## src/rtl/gi_seq_pkg.sv

```systemverilog
package gi_seq_pkg;

  typedef enum logic [2:0] {
    ST_IDLE, ST_SIG_GATE, ST_SIG_CONV, ST_SIG_WAIT,
    ST_INT_RST, ST_BASE_GATE, ST_BASE_CONV, ST_BASE_WAIT
  } seq_state_t;

  typedef enum logic [1:0] {
    TAG_NONE = 2'd0, TAG_SIGNAL = 2'd1, TAG_BASE = 2'd2, TAG_TEST = 2'd3
  } sample_tag_t;

  // Rounds a physical duration up to whole clock cycles, never below one.
  function automatic int unsigned clk_cycles(longint unsigned hz,
                                             longint unsigned amount,
                                             longint unsigned per_sec);
    longint unsigned prod;
    prod = (hz * amount + per_sec - 1) / per_sec;
    return (prod == 0) ? 32'd1 : 32'(prod);
  endfunction

endpackage

```

## src/rtl/gi_edge_det.sv

```systemverilog
module gi_edge_det (
  input  logic clk,
  input  logic rst,
  input  logic sig_i,
  output logic rise_o
);
  logic prev_q;

  always_ff @(posedge clk) begin
    if (rst) prev_q <= 1'b0;
    else     prev_q <= sig_i;
  end

  assign rise_o = sig_i & ~prev_q;
endmodule

```

## src/rtl/gi_interval.sv

```systemverilog
module gi_interval #(
  parameter int W = 12
) (
  input  logic         clk,
  input  logic         rst,
  input  logic         load_i,
  input  logic [W-1:0] load_val_i,
  output logic         expired_o
);
  logic [W-1:0] cnt_q;

  always_ff @(posedge clk) begin
    if (rst)                 cnt_q <= '0;
    else if (load_i)         cnt_q <= load_val_i;
    else if (cnt_q != '0)    cnt_q <= cnt_q - 1'b1;
  end

  assign expired_o = (cnt_q == '0);
endmodule

```

## src/rtl/gi_test_sched.sv

```systemverilog
module gi_test_sched #(
  parameter int PERIOD = 12
) (
  input  logic clk,
  input  logic rst,
  input  logic adv_i,
  output logic test_now_o
);
  localparam int CW = (PERIOD > 1) ? $clog2(PERIOD) : 1;

  logic [CW-1:0] cnt_q;

  assign test_now_o = (cnt_q == CW'(PERIOD - 1));

  always_ff @(posedge clk) begin
    if (rst)            cnt_q <= '0;
    else if (adv_i)     cnt_q <= test_now_o ? '0 : cnt_q + 1'b1;
  end
endmodule

```

## src/rtl/gi_pulse.sv

```systemverilog
module gi_pulse #(
  parameter int LEN = 10
) (
  input  logic clk,
  input  logic rst,
  input  logic fire_i,
  output logic pulse_o
);
  localparam int W = $clog2(LEN + 1);

  logic [W-1:0] cnt_q;

  always_ff @(posedge clk) begin
    if (rst)                cnt_q <= '0;
    else if (fire_i)        cnt_q <= W'(LEN);
    else if (cnt_q != '0)   cnt_q <= cnt_q - 1'b1;
  end

  assign pulse_o = (cnt_q != '0);
endmodule

```

## src/rtl/gi_acq_seq.sv

```systemverilog
module gi_acq_seq #(
  parameter int unsigned CLK_HZ     = 100_000_000,
  parameter int unsigned GATE_US    = 20,
  parameter int unsigned RST_US     = 1000,
  parameter int unsigned LED_NS     = 100,
  parameter int unsigned TEST_EVERY = 12
) (
  input  logic       clk,
  input  logic       rst,
  input  logic       trig_i,
  input  logic       adc_busy_i,
  output logic       gate_o,
  output logic       hold_o,
  output logic       int_rst_o,
  output logic       conv_start_o,
  output logic       led_o,
  output logic [1:0] sample_tag_o,
  output logic       ovl_err_o
);
  import gi_seq_pkg::*;

  localparam int unsigned GATE_CYC = clk_cycles(CLK_HZ, GATE_US, 1_000_000);
  localparam int unsigned RST_CYC  = clk_cycles(CLK_HZ, RST_US, 1_000_000);
  localparam int unsigned LED_CYC  = clk_cycles(CLK_HZ, LED_NS, 1_000_000_000);
  localparam int unsigned MAX_CYC  = (GATE_CYC > RST_CYC) ? GATE_CYC : RST_CYC;
  localparam int          CNT_W    = $clog2(MAX_CYC + 1);

  seq_state_t  state_q, state_n;
  sample_tag_t tag_n;
  logic        trig_rise, expired, load, base_start, test_now, test_cyc_q;
  logic [CNT_W-1:0] load_val;

  gi_edge_det u_edge (
    .clk(clk), .rst(rst), .sig_i(trig_i), .rise_o(trig_rise)
  );

  gi_interval #(.W(CNT_W)) u_interval (
    .clk(clk), .rst(rst), .load_i(load), .load_val_i(load_val), .expired_o(expired)
  );

  gi_test_sched #(.PERIOD(TEST_EVERY)) u_sched (
    .clk(clk), .rst(rst), .adv_i(base_start), .test_now_o(test_now)
  );

  gi_pulse #(.LEN(LED_CYC)) u_led (
    .clk(clk), .rst(rst), .fire_i(base_start && test_now), .pulse_o(led_o)
  );

  always_comb begin
    state_n = state_q;
    unique case (state_q)
      ST_IDLE:      if (trig_rise)   state_n = ST_SIG_GATE;
      ST_SIG_GATE:  if (expired)     state_n = ST_SIG_CONV;
      ST_SIG_CONV:                   state_n = ST_SIG_WAIT;
      ST_SIG_WAIT:  if (!adc_busy_i) state_n = ST_INT_RST;
      ST_INT_RST:   if (expired)     state_n = ST_BASE_GATE;
      ST_BASE_GATE: if (expired)     state_n = ST_BASE_CONV;
      ST_BASE_CONV:                  state_n = ST_BASE_WAIT;
      ST_BASE_WAIT: if (!adc_busy_i) state_n = ST_IDLE;
      default:                       state_n = ST_IDLE;
    endcase
  end

  assign base_start = (state_n == ST_BASE_GATE) && (state_q != ST_BASE_GATE);
  assign load = (state_n != state_q) &&
                (state_n == ST_SIG_GATE || state_n == ST_INT_RST || state_n == ST_BASE_GATE);
  assign load_val = (state_n == ST_INT_RST) ? CNT_W'(RST_CYC - 1) : CNT_W'(GATE_CYC - 1);

  always_comb begin
    unique case (state_n)
      ST_SIG_CONV, ST_SIG_WAIT:   tag_n = TAG_SIGNAL;
      ST_BASE_CONV, ST_BASE_WAIT: tag_n = test_cyc_q ? TAG_TEST : TAG_BASE;
      default:                    tag_n = TAG_NONE;
    endcase
  end

  always_ff @(posedge clk) begin
    if (rst) begin
      state_q      <= ST_IDLE;
      test_cyc_q   <= 1'b0;
      ovl_err_o    <= 1'b0;
      gate_o       <= 1'b0;
      hold_o       <= 1'b0;
      int_rst_o    <= 1'b0;
      conv_start_o <= 1'b0;
      sample_tag_o <= TAG_NONE;
    end else begin
      state_q      <= state_n;
      if (base_start) test_cyc_q <= test_now;
      if (trig_rise && state_q != ST_IDLE) ovl_err_o <= 1'b1;
      gate_o       <= (state_n == ST_SIG_GATE) || (state_n == ST_BASE_GATE);
      hold_o       <= (state_n == ST_SIG_CONV) || (state_n == ST_SIG_WAIT) ||
                      (state_n == ST_BASE_CONV) || (state_n == ST_BASE_WAIT);
      int_rst_o    <= (state_n == ST_INT_RST);
      conv_start_o <= (state_n == ST_SIG_CONV) || (state_n == ST_BASE_CONV);
      sample_tag_o <= tag_n;
    end
  end

  // Window close hands straight over to hold plus the convert strobe.
  assert_gate_to_hold_R3: assert property (@(posedge clk) disable iff (rst)
    $fell(gate_o) |-> (hold_o && conv_start_o));

  assert_single_strobe_R3: assert property (@(posedge clk) disable iff (rst)
    conv_start_o |=> !conv_start_o);

  assert_hold_waits_busy_R4: assert property (@(posedge clk) disable iff (rst)
    $fell(hold_o) |-> !$past(adc_busy_i));

  assert_reset_apart_R5: assert property (@(posedge clk) disable iff (rst)
    !(int_rst_o && gate_o));

  assert_reset_to_base_R6: assert property (@(posedge clk) disable iff (rst)
    $fell(int_rst_o) |-> gate_o);

  assert_led_in_gate_R7: assert property (@(posedge clk) disable iff (rst)
    led_o |-> gate_o);

  assert_err_sticky_R8: assert property (@(posedge clk) disable iff (rst)
    ovl_err_o |=> ovl_err_o);

  assert_tag_stable_R10: assert property (@(posedge clk) disable iff (rst)
    (hold_o && $past(hold_o)) |-> $stable(sample_tag_o));
endmodule

```

## config.mk

```make
export PLATFORM = sky130hd
export DESIGN_NAME = gi_acq_seq
export DESIGN_NICKNAME = d
export VERILOG_FILES = /design/src/rtl/gi_seq_pkg.sv /design/src/rtl/gi_edge_det.sv /design/src/rtl/gi_interval.sv /design/src/rtl/gi_test_sched.sv /design/src/rtl/gi_pulse.sv /design/src/rtl/gi_acq_seq.sv
export SDC_FILE = /design/constraint.sdc
export NUM_CORES = 1
export LEC_CHECK = 0
export ABC_CLOCK_PERIOD_IN_PS = 5600
export BUFFER_PORTS_ARGS = -buffer_cell sky130_fd_sc_hd__buf_2
export CAP_MARGIN = 20
export CORE_UTILIZATION = 32
export DETAILED_ROUTE_END_ITERATION = 10
export GPL_ROUTABILITY_DRIVEN = 0
export GPL_TIMING_DRIVEN = 0
export SLEW_MARGIN = 40
export SYNTH_ARGS = -nofsm -noshare
export SYNTH_HDL_FRONTEND = slang
export SYNTH_SLANG_ARGS = --single-unit
```

## constraint.sdc

```tcl
create_clock -name clk -period 5.6 [get_ports clk]
set_input_delay 0.28 -clock clk [delete_from_list [all_inputs] [get_ports clk]]
set_output_delay 0.28 -clock clk [all_outputs]
set_load 0.02 [all_outputs]
```

==> results.tsv, run 1 <==
stage	metric	value	unit
cts	cts_resized	0	
cts	clockBufferDepth	2	
finish	layout_commonest_cell	dfxtp_1	
cts	cts_setup_buffers	0	
detailed_routing	routed_via_density	5.200	
logic_synthesis	synth.avg_cell_area	8.863	um2
setup_path	cpLargestDelayFamily	simple AND/OR/NAND/NOR gates	
detailed_routing	vias	1456	
sta	setup_tns	0	ps
logic_synthesis	synth_largest_area_cell	dfxtp_1	
sta	fmax	0.3900	GHz
setup_path	crit_path_end_kind	flip-flop	
detailed_routing	drc	0	
logic_synthesis	syn_nets	199	
cts	clk_latency	290	ps
die	io_pins	12	
sta	finalMaxSlewViolations	0	
sta	rsz0062_at_grt	false	
logic_synthesis	synth_enable_flop_cells	0	
cts	cts_buffers	5	
logic_synthesis	syn-cell-area	1702	um2
placed_design	hpwl	2547	um
run	cap_violations	0	
grt	antenna_found_initial	0	
die	initial_core_util	33.32	%
setup_path	cp_cell_sequence	inv_1, ha_1, or4b_2, nor4_4, nand2_2, or4_1, a21oi_1	
grt	grt_max_degree	12	
cts	cts.htree.levels	2	
finish	antenna_cells	0	
status	status	finished clean	
detailed_routing	routed_wl	3596	um
sta	fin_skew	7.832	ps
logic_synthesis	yosysTopAreaCellShare	43.53	%
sta	timing.final.ws_setup	3036	ps
finish	final_nets	216	
sta	worstMarginPinSlew	725.1	ps
setup_path	criticalPathCategory	reg -> reg	
die	die_y	74.92	um
grt	grt_util_all_layers	14.60	%
finish	final_cell_mix	dfxtp_1, a21oi_1, nor3_1	
sta	finalHoldViolCount	0	
placed_design	place_ws	3061	ps
finish	drive_gt1_share	12.38	%
logic_synthesis	ys_ff_latch	37	
placed_design	portBuffers	10	
logic_synthesis	ys_warn_count	0	
sta	hold_slack	239.5	ps
setup_path	rrSetupSlack	3040	ps
setup_path	crit_arrival	2780	ps
setup_path	critPathLaunchType	flip-flop	
logic_synthesis	ys_seq_area_share	43.53	%
setup_path	slowest_delay	650	ps
pwr	power_leakage	0.7344	nW
cts	root_buffer	clkbuf_8	
logic_synthesis	ys.flop_type	dfxtp_1	
sta	finalCritPeriodShare	45.78	%
sta	finalSetupViolCount	0	
logic_synthesis	syn_inst	192	
pwr	powerDensity	381.5	nW/um2
setup_path	crit_buf_inv	1	
detailed_routing	routedWlPerCell	12.84	um
pwr	peakVddDrop	0.1328	mV
hold_path	worstHoldPathType	in -> reg	
setup_path	cp_data_required_time	5820	ps
logic_synthesis	async_flop_share	0	%
die	dieWidth	74.92	um
detailed_routing	ant_nets	0	
grt	grt_pass1_vias	1336	
cts	ctsHoldBuffers	0	
finish	nFillCells	523	
logic_synthesis	yosysUniqueCellTypes	40	
logic_synthesis	yosys-top-cells-area	dfxtp_1, a21oi_1, nor3_1	
cts	cts_tree	done	
finish	area_delta_synth_final	15.29	%
cts	clk_pin_slew	70	ps
setup_path	critPathMaxFanout	9	
sta	period_minus_slack	2564	ps
die	design.die.area	5613	um2
sta	max_slew_margin	51.26	%
setup_path	worst_path_max_delay_cell	or4b_2	
cts	cts.sinks	37	
detailed_routing	dr.first_iter.drc_count	65	
die	core	5107	um2
detailed_routing	drt_pass1_iterations	4	
grt	overflow	0	
die	std_cell_rows	26	
grt	grt_pass1_wl	6044	um
[synth_stat cells, types with 4 or more instances]
| cell type | n |
|---|---|
| xor2_1 | 9 |
| nand3_1 | 7 |
| nor3_1 | 16 |
| a21oi_1 | 21 |
| nor4_1 | 4 |
| dfxtp_1 | 37 |
| nor2_1 | 11 |
| nor2b_1 | 5 |
| xnor2_1 | 5 |
| or3_1 | 5 |
| nor3b_1 | 4 |
| clkbuf_1 | 8 |
| or4_1 | 4 |
| nand2_1 | 10 |
| inv_1 | 5 |
[stage by stage]
stage / power, mW / cells / util [%] / instance area (um2)
after floorplan: 0.4744 / 192 / - / 1702
after global placement: 0.5132 / 272 / 36.01 / 1839
after detailed placement: 0.5147 / 272 / 36.01 / 1839
after CTS: 0.7549 / 280 / 38.29 / 1956
after global routing: 0.7940 / 280 / 38.41 / 1962
final: 0.7485 / 280 / 38.41 / 1962
[cell families (layout without fill, tap and decap cells)]
group | count (synthesis) | after routing | share of synthesized area (%)
AO/OA/AOI/OAI | 37 | 37 | 12.65
multiplexers | 2 | 2 | 1.250
buffers and inverters | 14 | 32 | 3.162
AND/OR/NAND/NOR | 85 | 85 | 30.00
adder cells (fa/ha/maj) | 3 | 3 | 2.206
flip-flops | 37 | 37 | 43.53
XOR/XNOR | 14 | 14 | 7.206
[sequential cells by signal, indices dropped and copies added (netlist names), 2 cells and up]
name and cells:
state_q 3, sample_tag_o 2, u_led.cnt_q 4, u_sched.cnt_q 4, u_interval.cnt_q 17
[area by class of cell]
cell class,count,area [um2],share of cell area (%)
Clock buffer,7,86.33,4.401
Sequential cell,37,740.7,37.76
Clock inverter,1,30.03,1.531
Inverter,5,18.77,0.9566
Buffer,9,35.03,1.786
Tap cell,70,87.58,4.464
Timing Repair Buffer,10,50.05,2.551
Multi-Input combinational cell,141,913.4,46.56
[worst register-to-register path, delay by kind of cell, from the launching register on]
family	cells	cell delay (ps)
buffers and inverters	1	130
AO/OA/AOI/OAI	1	150
AND/OR/NAND/NOR	4	1720
adder cells (fa/ha/maj)	1	180
flip-flops	1	330
[per-layer routing]
metal  wire (um)  up-vias  GRT usage, %
li1            -      732             -
met1        1758      695         18.07
met2        1643       25         23.52
met3         147        4         4.418
met4          47        0         6.289
met5           0        -             0
[final timing paths]
kind,cells past startpoint,from,endpoint
worst min-delay path,2,trig_i,u_edge.prev_q$_SDFF_PP0_
worst min register to register,2,test_cyc_q$_SDFFE_PP0P_,test_cyc_q$_SDFFE_PP0P_
worst max register to register,7,u_interval.cnt_q[0]$_SDFFE_PP0P_,u_sched.cnt_q[2]$_SDFFE_PP0P_
worst max-delay path,7,u_interval.cnt_q[0]$_SDFFE_PP0P_,u_sched.cnt_q[2]$_SDFFE_PP0P_
[power by group]
group | switching, mW | leakage (nW) | internal (mW)
sequential | 0.0281 | 0.302 | 0.291
clock | 0.0923 | 0.0585 | 0.145
combinational | 0.112 | 0.374 | 0.0805
(Power assumes the default switching activity.)
==> inputs of run 2 (changes only) <==
--- a/config.mk
+++ b/config.mk
@@ -5,7 +5,7 @@
 export SDC_FILE = /design/constraint.sdc
 export NUM_CORES = 1
 export LEC_CHECK = 0
-export ABC_CLOCK_PERIOD_IN_PS = 5600
+export ABC_CLOCK_PERIOD_IN_PS = 2050
 export BUFFER_PORTS_ARGS = -buffer_cell sky130_fd_sc_hd__buf_2
 export CAP_MARGIN = 20
 export CORE_UTILIZATION = 32
==> constraint.sdc (replaced) <==
create_clock -name clk -period 2.05 [get_ports clk]
set_input_delay 0.1025 -clock clk [delete_from_list [all_inputs] [get_ports clk]]
set_output_delay 0.1025 -clock clk [all_outputs]
set_load 0.02 [all_outputs]
==> results.tsv, run 2 (same netlist as run 1, synthesis figures left out) <==
stage	metric	value	unit	change
setup_path	slowest_delay	570	ps	-80 ps
finish	final_cell_mix	dfxtp_1, a21oi_1, nor3_1, buf_4, nor2_1		
die	core	5107	um2	unchanged
sta	finalHoldViolCount	0		unchanged
die	initial_core_util	33.32	%	unchanged
pwr	power_leakage	0.8545	nW	+16%
pwr	powerDensity	967.7	nW/um2	+150%
status	status	finished with violations		
sta	max_slew_margin	64.56	%	+13 points
cts	clk_latency	300	ps	about the same
cts	clk_pin_slew	80	ps	about the same
run	cap_violations	0		unchanged
die	dieWidth	74.92	um	unchanged
finish	fin_cells	297		+6.1%
setup_path	worst_path_max_delay_cell	or4_4		
setup_path	criticalPathCategory	reg -> reg		
finish	design_area	2228	um2	+14%
setup_path	crit_path_end_kind	flip-flop		
pwr	internal_power	1.415	mW	+170%
grt	grt_util_all_layers	15.04	%	+0.43 points
cts	clockBufferDepth	2		unchanged
pwr	p_sw_share	34.39	%	+3.3 points
detailed_routing	vias	1519		+4.3%
detailed_routing	routed_wl	3922	um	+9.1%
setup_path	cpLargestDelayFamily	simple AND/OR/NAND/NOR gates		
hold_path	worstHoldPathType	in -> reg		
pwr	power_switching	741.6	uW	+220%
cts	cts_buffers	5		unchanged
grt	grt_pass1_wl	6279	um	+3.9%
sta	finalMaxSlewViolations	0		unchanged
grt	grt_pass1_vias	1388		+3.9%
setup_path	crit_buf_inv	1		unchanged
setup_path	critPathMostFrequentCell	or4_4		
setup_path	critPathLaunchType	flip-flop		
detailed_routing	dr.first_iter.drc_count	85		+31%
setup_path	crit_arrival	2310	ps	-470 ps
grt	antenna_found_initial	0		unchanged
die	std_cell_rows	26		unchanged
setup_path	cp_data_required_time	2280	ps	-3540 ps
setup_path	critPathMaxFanout	7		-2
status	violations	setup timing		
die	die_y	74.92	um	unchanged
sta	worstMarginPinSlew	531.7	ps	-193.4 ps
finish	top_regs	u_interval.cnt_q (17), u_led.cnt_q (4), u_sched.cnt_q (4)		
detailed_routing	ant_nets	0		unchanged
die	design.die.area	5613	um2	unchanged
sta	period_minus_slack	2083	ps	-480.6 ps
placed_design	dp.cells	272		unchanged
cts	cts.sinks	37		unchanged
cts	cts.htree.levels	2		unchanged
grt	grt_max_degree	13		+1
finish	regMostFlops	u_interval.cnt_q		
sta	fin_skew	8.864	ps	+1.032 ps
placed_design	portBuffers	10		unchanged
finish	final_nets	233		+7.9%
detailed_routing	routedWlPerCell	13.21	um	+2.8%
setup_path	cp_cell_sequence	or4_4, nor4_4, buf_6, nand2_4, or4_4, a21oi_2		
finish	layout_commonest_cell	dfxtp_1		
sta	finalCritPeriodShare	101.6	%	+56 points
finish	drive_gt1_share	31.28	%	+19 points
detailed_routing	drt_pass1_iterations	4		unchanged
finish	antenna_cells	0		unchanged
finish	final_util	43.63	%	+5.2 points
sta	rsz0062_at_grt	true		
pwr	clockPowerShare	23.3	%	-8.4 points
placed_design	dpl-instance-area	1843	um2	+0.20%
pwr	peakVddDrop	0.3532	mV	+170%
finish	largest_reg_flops	17		unchanged
pwr	power	2.156	mW	+190%
cts	root_buffer	clkbuf_8		
cts	cts_tree	done		
detailed_routing	drc	0		unchanged
pwr	power_frac_seq	41.4	%	-1.2 points
grt	overflow	0		unchanged
sta	fmax	0.4800	GHz	+23%
die	io_pins	12		unchanged
pwr	power.share.combinational	35.3	%	+9.6 points
finish	area_delta_synth_final	30.96	%	
placed_design	hpwl	2485	um	-2.5%
detailed_routing	routed_via_density	5.114		-1.6%
sta	timing.final.ws_setup	-33.32	ps	-3069 ps
sta	finalSetupViolCount	1		+1
==> run 2: cell types whose count changed in the layout (fill, tap and decap cells not counted), sizes merged <==
cell,change
buf,+17
bufinv,-1
clkbuf,-2
clkinv,+2
clkinvlp,+1
==> run 2: stage by stage <==
step           setup WS [ps]  hold slack (ps)  TNS (ps)
6_report              -33.32            65.02    -33.32
5_1_grt               -94.42            87.48    -560.9
4_1_cts               -62.87            67.60    -189.4
3_5_place_dp          -394.5            366.4     -7186
3_3_place_gp          -391.9            352.2     -7583
2_1_floorplan         -137.1            230.7    -295.1
==> run 2: routing by layer <==
| metal | GRT usage [%] | vias to the layer above | part of all wire (%) |
|---|---|---|---|
| met3 | 4.819 | 5 | 4.2 |
| met4 | 5.031 | 0 | 1.2 |
| li1 | - | 757 | - |
| met2 | 25.23 | 36 | 47 |
| met5 | 0 | - | 0 |
| met1 | 18.20 | 721 | 47 |
==> run 2: final cells by class <==
| type | count | area, um2 |
|---|---|---|
| plain buffers | 8 | 30.03 |
| clock buffers | 5 | 68.82 |
| clock inverters | 3 | 17.52 |
| fillers | 495 | 2879 |
| inverters | 5 | 21.27 |
| multi-input cells | 141 | 1051 |
| flip-flops and latches | 37 | 755.7 |
| well taps | 70 | 87.58 |
| repair buffers | 28 | 196.4 |
==> run 2: timing repair <==
action,CTS,global route
hold buffers,0,0
pin swaps,5,9
endpoints found under the setup margin,31,27
cloned,0,0
setup buffers,7,11
gates resized for setup,15,27
hold endpoints to repair,0,0
==> run 2: power groups by stage <==
stage | logic (mW) | registers, mW | clock network [mW]
finish | 0.761 | 0.893 | 0.503
detailed placement | 0.527 | 0.886 | 0
global route | 0.838 | 0.903 | 0.547
CTS | 0.637 | 0.883 | 0.512
global placement | 0.523 | 0.885 | 0
floorplan | 0.427 | 0.876 | 0
==> run 2: worst register-to-register path: cells and delay by family (launching register included) <==
kind,cells,cell delay [ps]
buf+inv,1,170
compound gates,1,130
simple gates,4,1380
flops,1,350
==> run 2: path summary, 6_finish.rpt <==
check        cells after the start                        startpoint  slack (ps)                       endpoint
min reg2reg                      2           test_cyc_q$_SDFFE_PP0P_         470        test_cyc_q$_SDFFE_PP0P_
max reg2reg                      6  u_interval.cnt_q[9]$_SDFFE_PP0P_         -30  u_sched.cnt_q[2]$_SDFFE_PP0P_
min                              2                            trig_i          70       u_edge.prev_q$_SDFF_PP0_
max                              6  u_interval.cnt_q[9]$_SDFFE_PP0P_         -30  u_sched.cnt_q[2]$_SDFFE_PP0P_
==> inputs of run 3 (changes only) <==
--- a/config.mk
+++ b/config.mk
@@ -7,12 +7,13 @@
 export LEC_CHECK = 0
 export ABC_CLOCK_PERIOD_IN_PS = 2050
 export BUFFER_PORTS_ARGS = -buffer_cell sky130_fd_sc_hd__buf_2
-export CAP_MARGIN = 20
-export CORE_UTILIZATION = 32
+export CORE_UTILIZATION = 50
 export DETAILED_ROUTE_END_ITERATION = 10
 export GPL_ROUTABILITY_DRIVEN = 0
 export GPL_TIMING_DRIVEN = 0
+export PLACE_DENSITY = 0.7
 export SLEW_MARGIN = 40
 export SYNTH_ARGS = -nofsm -noshare
 export SYNTH_HDL_FRONTEND = slang
+export SYNTH_HIERARCHICAL = 1
 export SYNTH_SLANG_ARGS = --single-unit
==> results.tsv, run 3 <==
stage	metric	value	unit	change
placed_design	portBuffers	11		+1
sta	finalSetupViolCount	33		+32
detailed_routing	routed_via_density	5.307		+3.8%
die	io_pins	12		unchanged
detailed_routing	wl_met3	133	um	-20%
die	std_cell_rows	21		-19%
finish	layout_commonest_cell	dfxtp_1		
placed_design	hpwl	2434	um	-2.0%
sta	finalCritPeriodShare	118.2	%	+17 points
finish	top_regs	u_interval/cnt_q (17), u_led/cnt_q (4), u_sched/cnt_q (4)		
pwr	peakVddDrop	0.4651	mV	+32%
logic_synthesis	ys_ff_latch	37		unchanged
grt	grt_max_degree	13		unchanged
sta	period_minus_slack	2424	ps	+340.4 ps
cts	clk_pin_slew	110	ps	+30 ps
detailed_routing	vias	1624		+6.9%
sta	finalMaxSlewViolations	0		unchanged
status	status	finished with violations		
setup_path	crit_buf_inv	4		+3
cts	clk_latency	340	ps	+40 ps
cts	cts.sinks	37		unchanged
detailed_routing	wl_met1	1898	um	+2.6%
die	design.die.area	3850	um2	-31%
cts	root_buffer	clkbuf_4		
sta	rsz0062_at_grt	true		
logic_synthesis	synthMostInstantiatedCell	dfxtp_1		
finish	final_util	73.20	%	+30 points
setup_path	cp_data_required_time	2290	ps	about the same
pwr	powerDensity	1096	nW/um2	+13%
setup_path	worst_path_max_delay_cell	dfxtp_2		
hold_path	worstHoldPathType	in -> reg		
setup_path	cpLargestDelayFamily	simple AND/OR/NAND/NOR gates		
logic_synthesis	synth.avg_cell_area	8.838	um2	-0.28%
detailed_routing	drt_pass1_iterations	4		unchanged
die	dieWidth	62.05	um	-17%
sta	fmax	0.4126	GHz	-14%
finish	final_nets	266		+14%
finish	antenna_cells	0		unchanged
detailed_routing	drc	0		unchanged
cts	cts_buffers	5		unchanged
finish	final_cell_mix	dfxtp_1, buf_4, nand2_1		
sta	fin_skew	10.51	ps	+1.646 ps
die	initial_core_util	53.19	%	+20 points
detailed_routing	routedWlPerCell	13.71	um	+3.8%
cts	cts_tree	done		
setup_path	crit_arrival	2670	ps	+360 ps
status	violations	setup timing		
placed_design	dpl-instance-area	2018	um2	+9.5%
setup_path	slowest_delay	350	ps	-220 ps
logic_synthesis	yosysTopAreaCellShare	41.08	%	-2.4 points
finish	design_area	2481	um2	+11%
logic_synthesis	ys.flop_type	dfxtp_1		
sta	max_slew_margin	58.73	%	-5.8 points
grt	antenna_found_initial	0		unchanged
detailed_routing	dr.first_iter.drc_count	83		-2.4%
sta	timing.final.ws_setup	-373.8	ps	-340.4 ps
setup_path	critPathMaxFanout	4		-3
grt	grt_pass1_vias	1495		+7.7%
detailed_routing	ant_nets	0		unchanged
pwr	power_leakage	1.038	nW	+21%
detailed_routing	wl_met2	2096	um	+13%
detailed_routing	route.top_layer_used	met4		
cts	clockBufferDepth	2		unchanged
placed_design	dp.cells	272		unchanged
logic_synthesis	yosysUniqueCellTypes	57		+43%
setup_path	cp_cell_sequence	inv_2, ha_4, nor4b_4, nand4b_1, or2_4, inv_4, mux2i_4, o32ai_4, buf_4, buf_6, nor2_4, a32o_1		
die	core	3390	um2	-34%
setup_path	critPathLaunchType	flip-flop		
die	die_y	62.05	um	-17%
sta	finalHoldViolCount	0		unchanged
logic_synthesis	ys_warn_count	6		+6
setup_path	crit_path_end_kind	flip-flop		
logic_synthesis	async_flop_share	0	%	unchanged
run	cap_violations	0		unchanged
finish	drive_gt1_share	40.00	%	+8.7 points
logic_synthesis	synth_largest_area_cell	dfxtp_1		
finish	area_delta_synth_final	37.61	%	
finish	regMostFlops	u_interval/cnt_q		
sta	worstMarginPinSlew	619.0	ps	+87.31 ps
finish	largest_reg_flops	17		unchanged
logic_synthesis	yosys-top-cells-area	dfxtp_1, nand2_1, xnor2_1		
detailed_routing	routed_wl	4194	um	+6.9%
logic_synthesis	syn-cell-area	1803	um2	+6.0%
setup_path	criticalPathCategory	reg -> reg		
logic_synthesis	syn_inst	204		+6.3%
logic_synthesis	synth.top_cells.by_count	dfxtp_1, nand2_1, nor2_1		
cts	cts.htree.levels	2		unchanged
finish	fin_cells	306		+3.0%
logic_synthesis	ys_seq_area_share	41.08	%	-2.4 points
grt	grt_pass1_wl	6396	um	+1.9%
grt	overflow	0		unchanged
logic_synthesis	synth_enable_flop_cells	0		unchanged
grt	grt_util_all_layers	22.62	%	+7.6 points
==> run 3: changes by cell type in the layout (fill, tap and decap cells not counted), sizes merged, moves of 7 or more <==
cell / before / now
nand2: 11 / 24
buf: 28 / 40
nor2: 11 / 21
a21oi: 21 / 7
nand3: 7 / 0
conb: 0 / 13
xor2: 9 / 2
o21ai: 3 / 14
==> run 3: what timing repair did <==
item,CTS,global route
cloned,1,0
gates resized for setup,34,23
setup buffers,23,4
pin swaps,17,18
hold buffers,1,0
setup endpoints to repair,33,33
endpoints found under the hold margin,1,0
==> run 3: cells by family after synthesis <==
family                     after synthesis  share of synthesized area [%]
other                                    2                         0.4165
AOI/OAI and AO/OA                       36                          13.33
adders and majority gates                2                          1.388
DFF                                     37                          41.08
buffers and inverters                   13                          3.469
and+or+nand+nor                         95                          30.47
muxes                                    8                          4.511
xor gates and xnor gates                11                          5.344
==> run 3: metrics by stage <==
stage | worst slack, ps | hold WS (ps) | total power [mW] | TNS (ps)
2_1_floorplan | -324.2 | 166.8 | 1.762 | -4451
3_3_place_gp | -702.0 | 338.6 | 1.897 | -12460
3_5_place_dp | -740.2 | 344.5 | 1.928 | -13790
4_1_cts | -314.3 | 92.23 | 2.607 | -5547
5_1_grt | -449.7 | 112.8 | 2.894 | -11240
6_report | -373.8 | 112.1 | 2.720 | -8762
==> run 3: worst reg2reg max path, delay by kind of cell (launching register included) <==
| kind | cells | cell delay, ps |
|---|---|---|
| AOI/OAI and AO/OA | 2 | 560 |
| buffers and inverters | 4 | 410 |
| muxes | 1 | 70 |
| and+or+nand+nor | 4 | 790 |
| DFF | 1 | 350 |
| adders and majority gates | 1 | 140 |
==> run 3: area by class of cell <==
class	count	area (um2)
sequential	37	748.2
fill	226	908.4
multi-input combinational	165	1260
tap	46	57.56
timing repair buffer	38	279.0
clock buffer	7	55.05
buffer	7	56.30
inverter	6	25.02
==> run 3: layer usage <==
metal | GRT usage [%] | vias to the layer above
met3 | 5.590 | 10
met4 | 8.254 | 0
met5 | 0 | -
met1 | 27.10 | 769
met2 | 39.06 | 37
li1 | - | 808
==> run 3: final timing paths <==
check | startpoint | end | slack (ps) | cells past startpoint
hold reg to reg | test_cyc_q$_SDFFE_PP0P_ | sample_tag_o[0]$_SDFF_PP0_ | 500 | 2
setup / recovery | u_interval/cnt_q[0]$_SDFFE_PP0P_ | u_interval/cnt_q[16]$_SDFFE_PP0P_ | -370 | 12
hold / removal | rst | u_sched/cnt_q[1]$_SDFFE_PP0P_ | 110 | 2
setup reg to reg | u_interval/cnt_q[0]$_SDFFE_PP0P_ | u_interval/cnt_q[16]$_SDFFE_PP0P_ | -370 | 12
==> run 3: report_power, final <==
part,total [mW],switching (mW),internal [mW]
Combinational,1.32,0.630,0.694
Sequential,1.01,0.152,0.856
Clock,0.388,0.226,0.162
